[src/rtl/pgrp_pkg.sv]
package pgrp_pkg;
  localparam int unsigned W          = 4;
  localparam int unsigned NOUT       = W + 1;
  localparam int unsigned NG         = 2;
  localparam int unsigned CONE_SITES = 4 * W + 2;
  localparam int unsigned SHR_BASE   = 1 + NOUT * CONE_SITES;
  localparam int unsigned PRED_BASE  = SHR_BASE + 4;
  localparam int unsigned CHK_BASE   = PRED_BASE + NG;
  localparam int unsigned NSITE      = CHK_BASE + NG - 1;
  localparam int unsigned FW         = $clog2(NSITE + 1);

  // group g membership mask at [g*NOUT +: NOUT]; bit k = result bit k, bit W = carry-out
  localparam logic [NG*NOUT-1:0] DEF_GRP_MAP = {5'b01010, 5'b10101};

  function automatic logic flt(input logic v, input int unsigned site,
                               input logic [FW-1:0] sel, input logic fv);
    return (sel == FW'(site)) ? fv : v;
  endfunction

  // carry into bit 1 may be shared only if bits 1 and 2 sit in different groups
  function automatic bit share_ok(input logic [NG*NOUT-1:0] map);
    for (int g = 0; g < NG; g++)
      if (map[g*NOUT+1] && map[g*NOUT+2]) return 1'b0;
    return 1'b1;
  endfunction
endpackage

[src/rtl/pgrp_cone.sv]
// One result bit with a private ripple chain from stage S0.
module pgrp_cone
  import pgrp_pkg::*;
#(
  parameter int unsigned K     = 0,
  parameter bit          IS_CO = 1'b0,
  parameter int unsigned S0    = 0,
  parameter int unsigned BASE  = 1,
  localparam int unsigned NB   = K - S0 + 1
) (
  input  logic [NB-1:0] a_i,
  input  logic [NB-1:0] b_i,
  input  logic          c_i,
  input  logic [FW-1:0] flt_sel_i,
  input  logic          flt_val_i,
  output logic          y_o
);
  localparam int unsigned NST = IS_CO ? K + 1 : K;

  logic [W-1:0] px, gx;
  assign px = (W'(a_i) ^ W'(b_i)) << S0;
  assign gx = (W'(a_i) & W'(b_i)) << S0;

  always_comb begin
    logic c, p, g, t;
    c = c_i;
    p = 1'b0;
    g = 1'b0;
    t = 1'b0;
    for (int j = 0; j < W; j++) begin
      if (j >= int'(S0) && j < int'(NST)) begin
        p = flt(px[j], BASE + 4*j,     flt_sel_i, flt_val_i);
        g = flt(gx[j], BASE + 4*j + 1, flt_sel_i, flt_val_i);
        t = flt(p & c, BASE + 4*j + 2, flt_sel_i, flt_val_i);
        c = flt(g | t, BASE + 4*j + 3, flt_sel_i, flt_val_i);
      end
    end
    if (IS_CO) begin
      y_o = c;
    end else begin
      p   = flt(px[K], BASE + 4*K, flt_sel_i, flt_val_i);
      y_o = flt(p ^ c, BASE + 4*K + 1, flt_sel_i, flt_val_i);
    end
  end
endmodule

[src/rtl/pgrp_pred.sv]
// Predicted parity of one group, derived from the operands alone.
module pgrp_pred
  import pgrp_pkg::*;
#(
  parameter logic [NOUT-1:0] MASK = '1,
  parameter int unsigned     SITE = PRED_BASE
) (
  input  logic [W-1:0]  a_i,
  input  logic [W-1:0]  b_i,
  input  logic          cin_i,
  input  logic [FW-1:0] flt_sel_i,
  input  logic          flt_val_i,
  output logic          par_o
);
  logic [NOUT-1:0] full;
  assign full  = NOUT'(a_i) + NOUT'(b_i) + NOUT'(cin_i);
  assign par_o = flt(^(full & MASK), SITE, flt_sel_i, flt_val_i);
endmodule

[src/rtl/pgrp_chk.sv]
// XOR reduction of a group's result bits against its predicted parity.
module pgrp_chk
  import pgrp_pkg::*;
#(
  parameter logic [NOUT-1:0] MASK = '1,
  parameter int unsigned     SITE = CHK_BASE
) (
  input  logic [NOUT-1:0] y_i,
  input  logic            par_i,
  input  logic [FW-1:0]   flt_sel_i,
  input  logic            flt_val_i,
  output logic            err_o
);
  assign err_o = flt(^(y_i & MASK) ^ par_i, SITE, flt_sel_i, flt_val_i);

  always_comb begin
    if (flt_sel_i == '0) begin

      no_false_alarm_chk: assert (!err_o);
    end
  end
endmodule

[src/rtl/pgrp_adder.sv]
module pgrp_adder
  import pgrp_pkg::*;
#(
  parameter logic [NG*NOUT-1:0] GRP_MAP = DEF_GRP_MAP
) (
  input  logic [W-1:0]  a_i,
  input  logic [W-1:0]  b_i,
  input  logic          cin_i,
  input  logic [FW-1:0] flt_sel_i,
  input  logic          flt_val_i,
  output logic [W-1:0]  sum_o,
  output logic          cout_o,
  output logic [NG-1:0] grp_err_o,
  output logic          err_o
);
  localparam bit SHARE_C1 = share_ok(GRP_MAP);

  logic [NOUT-1:0] y;
  logic [NG-1:0]   par;
  logic            c1_shr;

  if (SHARE_C1) begin : g_shr
    logic p0, g0, t0;
    always_comb begin
      p0     = flt(a_i[0] ^ b_i[0], SHR_BASE,     flt_sel_i, flt_val_i);
      g0     = flt(a_i[0] & b_i[0], SHR_BASE + 1, flt_sel_i, flt_val_i);
      t0     = flt(p0 & cin_i,      SHR_BASE + 2, flt_sel_i, flt_val_i);
      c1_shr = flt(g0 | t0,         SHR_BASE + 3, flt_sel_i, flt_val_i);
    end
  end else begin : g_noshr
    assign c1_shr = cin_i;
  end

  for (genvar k = 0; k < NOUT; k++) begin : g_cone
    localparam int unsigned KK  = (k == W) ? W - 1 : k;
    localparam bit          ISC = (k == W);
    localparam int unsigned S0  = (SHARE_C1 && (k == 1 || k == 2)) ? 1 : 0;
    pgrp_cone #(
      .K(KK), .IS_CO(ISC), .S0(S0), .BASE(1 + k * CONE_SITES)
    ) u_cone (
      .a_i(a_i[KK:S0]),
      .b_i(b_i[KK:S0]),
      .c_i((S0 == 1) ? c1_shr : cin_i),
      .flt_sel_i(flt_sel_i),
      .flt_val_i(flt_val_i),
      .y_o(y[k])
    );
  end

  for (genvar g = 0; g < NG; g++) begin : g_grp
    pgrp_pred #(
      .MASK(GRP_MAP[g*NOUT +: NOUT]), .SITE(PRED_BASE + g)
    ) u_pred (
      .a_i(a_i), .b_i(b_i), .cin_i(cin_i),
      .flt_sel_i(flt_sel_i), .flt_val_i(flt_val_i),
      .par_o(par[g])
    );
    pgrp_chk #(
      .MASK(GRP_MAP[g*NOUT +: NOUT]), .SITE(CHK_BASE + g)
    ) u_chk (
      .y_i(y), .par_i(par[g]),
      .flt_sel_i(flt_sel_i), .flt_val_i(flt_val_i),
      .err_o(grp_err_o[g])
    );
  end

  assign sum_o  = y[W-1:0];
  assign cout_o = y[W];
  assign err_o  = |grp_err_o;

  logic [NOUT-1:0] exp_w;
  assign exp_w = NOUT'(a_i) + NOUT'(b_i) + NOUT'(cin_i);

  always_comb begin
    if (flt_sel_i == '0) begin

      sum_exact_chk: assert ({cout_o, sum_o} == exp_w);
    end

    wrong_flagged_chk: assert (({cout_o, sum_o} == exp_w) || err_o);
    for (int g = 0; g < NG; g++) begin

      one_flip_chk: assert ($countones(({cout_o, sum_o} ^ exp_w) & GRP_MAP[g*NOUT +: NOUT]) <= 1);
    end
  end
endmodule

[config.mk]
export PLATFORM = sky130hd
export DESIGN_NAME = pgrp_adder
export DESIGN_NICKNAME = d
export VERILOG_FILES = /design/src/rtl/pgrp_pkg.sv /design/src/rtl/pgrp_cone.sv /design/src/rtl/pgrp_pred.sv /design/src/rtl/pgrp_chk.sv /design/src/rtl/pgrp_adder.sv
export SDC_FILE = /design/constraint.sdc
export NUM_CORES = 1
export LEC_CHECK = 0
export BUFFER_PORTS_ARGS = -buffer_cell sky130_fd_sc_hd__buf_4
export CAP_MARGIN = 10
export CORE_MARGIN = 2
export CORE_UTILIZATION = 60
export DETAILED_ROUTE_END_ITERATION = 8
export PLACE_DENSITY = 0.84
export SLEW_MARGIN = 20
export SYNTH_ARGS = -nofsm -noshare
export SYNTH_HDL_FRONTEND = slang
export SYNTH_SLANG_ARGS = --single-unit
[constraint.sdc]
create_clock -name vclk -period 4.5
set_input_delay 0.675 -clock vclk [all_inputs]
set_output_delay 0.675 -clock vclk [all_outputs]
set_load 0.01 [all_outputs]
==> results.cfg, run 1 <==
[run_status]
status = finished clean

[global_route]
grt_max_degree = 30
first_global_vias = 1617
overflow = 0
track_usage_pct = 34.64
antenna_found_initial = 0
grt_pass1_wl_um = 7438

[clock_network]
hold_buffers = 0
cts_setup_buffers = 0
cts_resized = 0

[timing]
slew_violations = 0
rsz0062_at_grt = no
fin_crit_ns = 4.303
tightestPinTransition_ns = 0.6521
holdWs_ns = 1.851
min_period_over_period_pct = 95.63
hold_viol = 0
fin_setup_tns_ns = 0
setup_viol = 0
slew_headroom_pct = 56.43
fmax_mhz = 232.4

[min_path]
worstHoldPathCells = 4
min_path_type = input port to output port

[place]
dpl.hpwl_um = 3379
dpl_cell_area_um2 = 1548
gp_congestion = 0.9968
port_buffers = 25

[cells_and_area]
drive_gt1_share_pct = 16.82
layout_commonest_cell = buf_4
nets = 245
syn_to_final_growth_pct = 5.817
nClkBuffers = 0
final-seq-area_um2 = 0
n_antenna_cell = 0
final_cell_area_um2 = 1548
seq_cell_count = 0
final_cell_mix = 25 x buf_4, 19 x nand2_1, 17 x a21oi_1
utilization_pct = 68.65

[logic_synthesis]
avgSynthCellArea_um2 = 6.648
synthSimpleGateAreaFrac_pct = 35.50
synthAdderAreaFrac_pct = 6.159
synth_compound_area_share_pct = 37.81
ys_types = 63
synth_top_family_by_area = compound AO/OA/AOI/OAI gates
synth-xor-area-share_pct = 4.790
syn_inst = 220
synthMuxAreaShare_pct = 4.277
syn_area_um2 = 1463
synth_nets = 243
ys_seq_area_share_pct = 0
yosys_warnings = 0

[detailed_routing]
via_per_inst = 7.306
post-route-drc-count = 0
wirelength_um = 4608
post_drt_wl_per_cell_um = 18.58
num_vias = 1812
postRouteAntennaNets = 0
drt-pass1-iter-count = 9
drt_iter0_drc = 154

[power]
power_density_nw_per_um2 = 162.5
total_leakage_power_nw = 0.5978
peakVddDrop_uv = 103.8

[floorplanning]
core.rowCount = 17
core_um2 = 2255
io_pins = 25
die-area_um2 = 2849
fp.dieH_um = 53.38
initial_core_util_pct = 64.87
die_w_um = 53.38

[critical_path]
critPathArrivalTime_ns = 3.63
worstSetupPathType = input port to output port
critPathRequiredTime_ns = 3.83
cp_num_buf_inv = 2
crit_slowest_cell = fa_1
cp.depth = 13
worstPathMaxFanout = 3
startpoint_type = input port
critPathTopFamily = simple AND/OR/NAND/NOR gates
worstPathCellList = buf_4 > fa_1 > fa_1 > a211o_1 > a21o_1 > a21oi_1 > and3b_1 > xor2_1 > or4_4 > o2bb2ai_1 > and2_4 > nand3b_1 > buf_4
cp_slowest_stage_delay_ns = 0.46
cp-end-kind = output port

[flow_run]
cap_violations = 0
[final timing paths]
check | startpoint | endpoint | slack, ns
worst max-delay path | a_i[0] | err_o | 0.20
worst min-delay path | cin_i | sum_o[0] | 1.85
[cell families after synthesis]
family,count (synthesis)
fa+ha+maj,6
xor+xnor,8
mux,6
buf+inv,33
simple gates,90
compound gates,77
[worst min-delay path: cells and delay by family]
| kind | cells | cell delay, ns |
|---|---|---|
| AOI/OAI and AO/OA | 1 | 0.18 |
| buffers and inverters | 3 | 0.31 |
[report_power, final]
group	switching [mW]	leakage [nW]	internal [mW]
clock	0	0	0
combinational	0.135	0.598	0.116
sequential	0	0	0
[cell type report]
cell class | instances | area [µm²]
Timing Repair Buffer | 25 | 187.7
Tap cell | 28 | 35.03
Multi-Input combinational cell | 187 | 1295
Inverter | 8 | 30.03
Fill cell | 204 | 706.9
[synth_stat cells (all sizes together), types with 2 or more instances]
master | n | share of area (%)
a211oi | 7 | 3.9
o21ai | 12 | 4.1
or3 | 2 | 0.86
nand2b | 4 | 1.7
a2111o | 2 | 1.5
nand4 | 6 | 2.6
a21boi | 2 | 1.0
mux2 | 2 | 1.5
a21o | 5 | 2.6
buf | 17 | 7.2
xnor2 | 3 | 1.8
nor3b | 5 | 2.9
o2bb2ai | 2 | 1.2
xor2 | 5 | 3.0
or4b | 2 | 1.4
a32oi | 2 | 1.2
a211o | 2 | 1.2
o31ai | 7 | 3.6
a21oi | 17 | 5.8
nand3b | 5 | 2.6
nand3 | 4 | 1.4
nor2 | 13 | 3.3
clkbuf | 8 | 2.2
nor3 | 8 | 2.7
nand2 | 19 | 4.9
o221ai | 3 | 1.8
nor2b | 5 | 2.1
and2 | 5 | 2.3
mux2i | 4 | 2.7
fa | 2 | 2.7
a22oi | 4 | 2.1
inv | 8 | 2.1
ha | 4 | 3.4
and3b | 2 | 1.2
or2 | 2 | 0.86
[routing by layer]
layer / track usage (%) / up-vias / part of all wire (%)
li1: - / 835 / -
met4: 8.974 / 0 / 3.7
met5: 0 / - / 0
met1: 47.15 / 805 / 39
met3: 2.260 / 30 / 11
met2: 58.23 / 142 / 46
[per-stage QoR]
stage               setup slack [ns]  power [mW]  cells
floorplan                     0.5597      0.1910    220
global placement              0.2684      0.2376    248
detailed placement            0.2038      0.2458    248
CTS                           0.1962      0.2465    248
global route                  0.1186      0.2722    248
finish                        0.1965      0.2515    248
Note: power is estimated with default switching activity, not from simulation.
==> run 2: changes to the inputs <==
- PLACE_DENSITY: 0.84 -> 0.81
==> results.cfg, run 2 (synthesis results as in run 1) <==
[detailed_routing]
met1_length_um = 1782
top_layer = met4
via_per_inst = 7.101
met3_length_um = 393
drt-pass1-iter-count = 5
drt_iter0_drc = 135
met2WireLength_um = 2039
post_drt_wl_per_cell_um = 17.26
num_vias = 1761
postRouteAntennaNets = 0
post-route-drc-count = 0
wirelength_um = 4280

[place]
gp_congestion = 0.9872
dpl.hpwl_um = 3227
dpl_cell_area_um2 = 1548
port_buffers = 25
dp_slack_ns = 0.2104

[run_status]
status = finished clean

[critical_path]
critPathTopFamily = simple AND/OR/NAND/NOR gates
worstSetupPathType = input port to output port
worstPathMaxFanout = 3
cp_num_buf_inv = 2
worstPathCellList = buf_4 > fa_1 > fa_1 > a211o_1 > a21o_1 > a21oi_1 > and3b_1 > xor2_1 > or4_4 > o2bb2ai_1 > and2_4 > nand3b_1 > buf_4
crit_slowest_cell = fa_1
critPathArrivalTime_ns = 3.63
cp_slowest_stage_delay_ns = 0.45
startpoint_type = input port
critPathRequiredTime_ns = 3.83
cp-end-kind = output port

[min_path]
min_path_type = input port to output port

[power]
peakVddDrop_uv = 127.2
total_leakage_power_nw = 0.5978
power_density_nw_per_um2 = 160.1
p_total_uw = 247.8

[clock_network]
cts_resized = 0
hold_buffers = 0
cts_setup_buffers = 0

[timing]
min_period_over_period_pct = 95.66
timing.final.ws_setup_ns = 0.1952
fin_setup_tns_ns = 0
slew_violations = 0
tightestPinTransition_ns = 0.7236
fin_crit_ns = 4.305
hold_viol = 0
setup_viol = 0
rsz0062_at_grt = no
slew_headroom_pct = 51.66
fmax_mhz = 232.3

[global_route]
track_usage_pct = 32.59
overflow = 0
antenna_found_initial = 0
first_global_vias = 1538
grt_max_degree = 30
grt_pass1_wl_um = 7134

[cells_and_area]
nets = 245
nClkBuffers = 0
n_fill_cell = 184
final_cell_area_um2 = 1548
seq_cell_count = 0
final-seq-area_um2 = 0
layout_commonest_cell = buf_4
final_cell_mix = 25 x buf_4, 19 x nand2_1, 17 x a21oi_1
drive_gt1_share_pct = 16.82
n_antenna_cell = 0
syn_to_final_growth_pct = 5.817

[floorplanning]
initial_core_util_pct = 64.87
die-area_um2 = 2849
fp.dieH_um = 53.38
io_pins = 25
die_w_um = 53.38
core.rowCount = 17
core_um2 = 2255

[flow_run]
cap_violations = 0
## run 2: cell counts in the layout (fill, tap and decap cells not counted)
No cell type changed its count.
## run 2: per-layer routing
metal | track usage (%) | vias up
li1 | - | 835
met1 | 46.64 | 801
met2 | 52.06 | 114
met3 | 3.390 | 11
met4 | 6.410 | 0
met5 | 0 | -
## run 2: path summary, 6_finish.rpt
check | startpoint | end | slack (ns) | cells past startpoint
min | cin_i | sum_o[0] | 1.84 | 4
max | a_i[0] | err_o | 0.20 | 13
## run 2: per-stage QoR
| step | cells | hold slack, ns | util (%) |
|---|---|---|---|
| floorplan | 220 | 1.637 | - |
| global placement | 248 | 1.831 | 68.65 |
| detailed placement | 248 | 1.843 | 68.65 |
| CTS | 248 | 1.847 | 68.65 |
| global route | 248 | 1.881 | 68.65 |
| finish | 248 | 1.841 | 68.65 |
## run 2: cell type report
type	count	area (µm²)	area share, %
timing repair buffer	25	187.7	12.13
tap	28	35.03	2.264
inverter	8	30.03	1.940
multi-input combinational	187	1295	83.67
## run 2: power breakdown
part           internal, mW  leakage (nW)  switching [mW]
Clock                     0             0               0
Sequential                0             0               0
Combinational         0.116         0.598           0.132
Total                 0.116         0.598           0.132
## run 2: worst min-delay path: cells and delay by family
kind / cells / cell delay [ns]
buffers and inverters: 3 / 0.31
AO/OA/AOI/OAI: 1 / 0.18
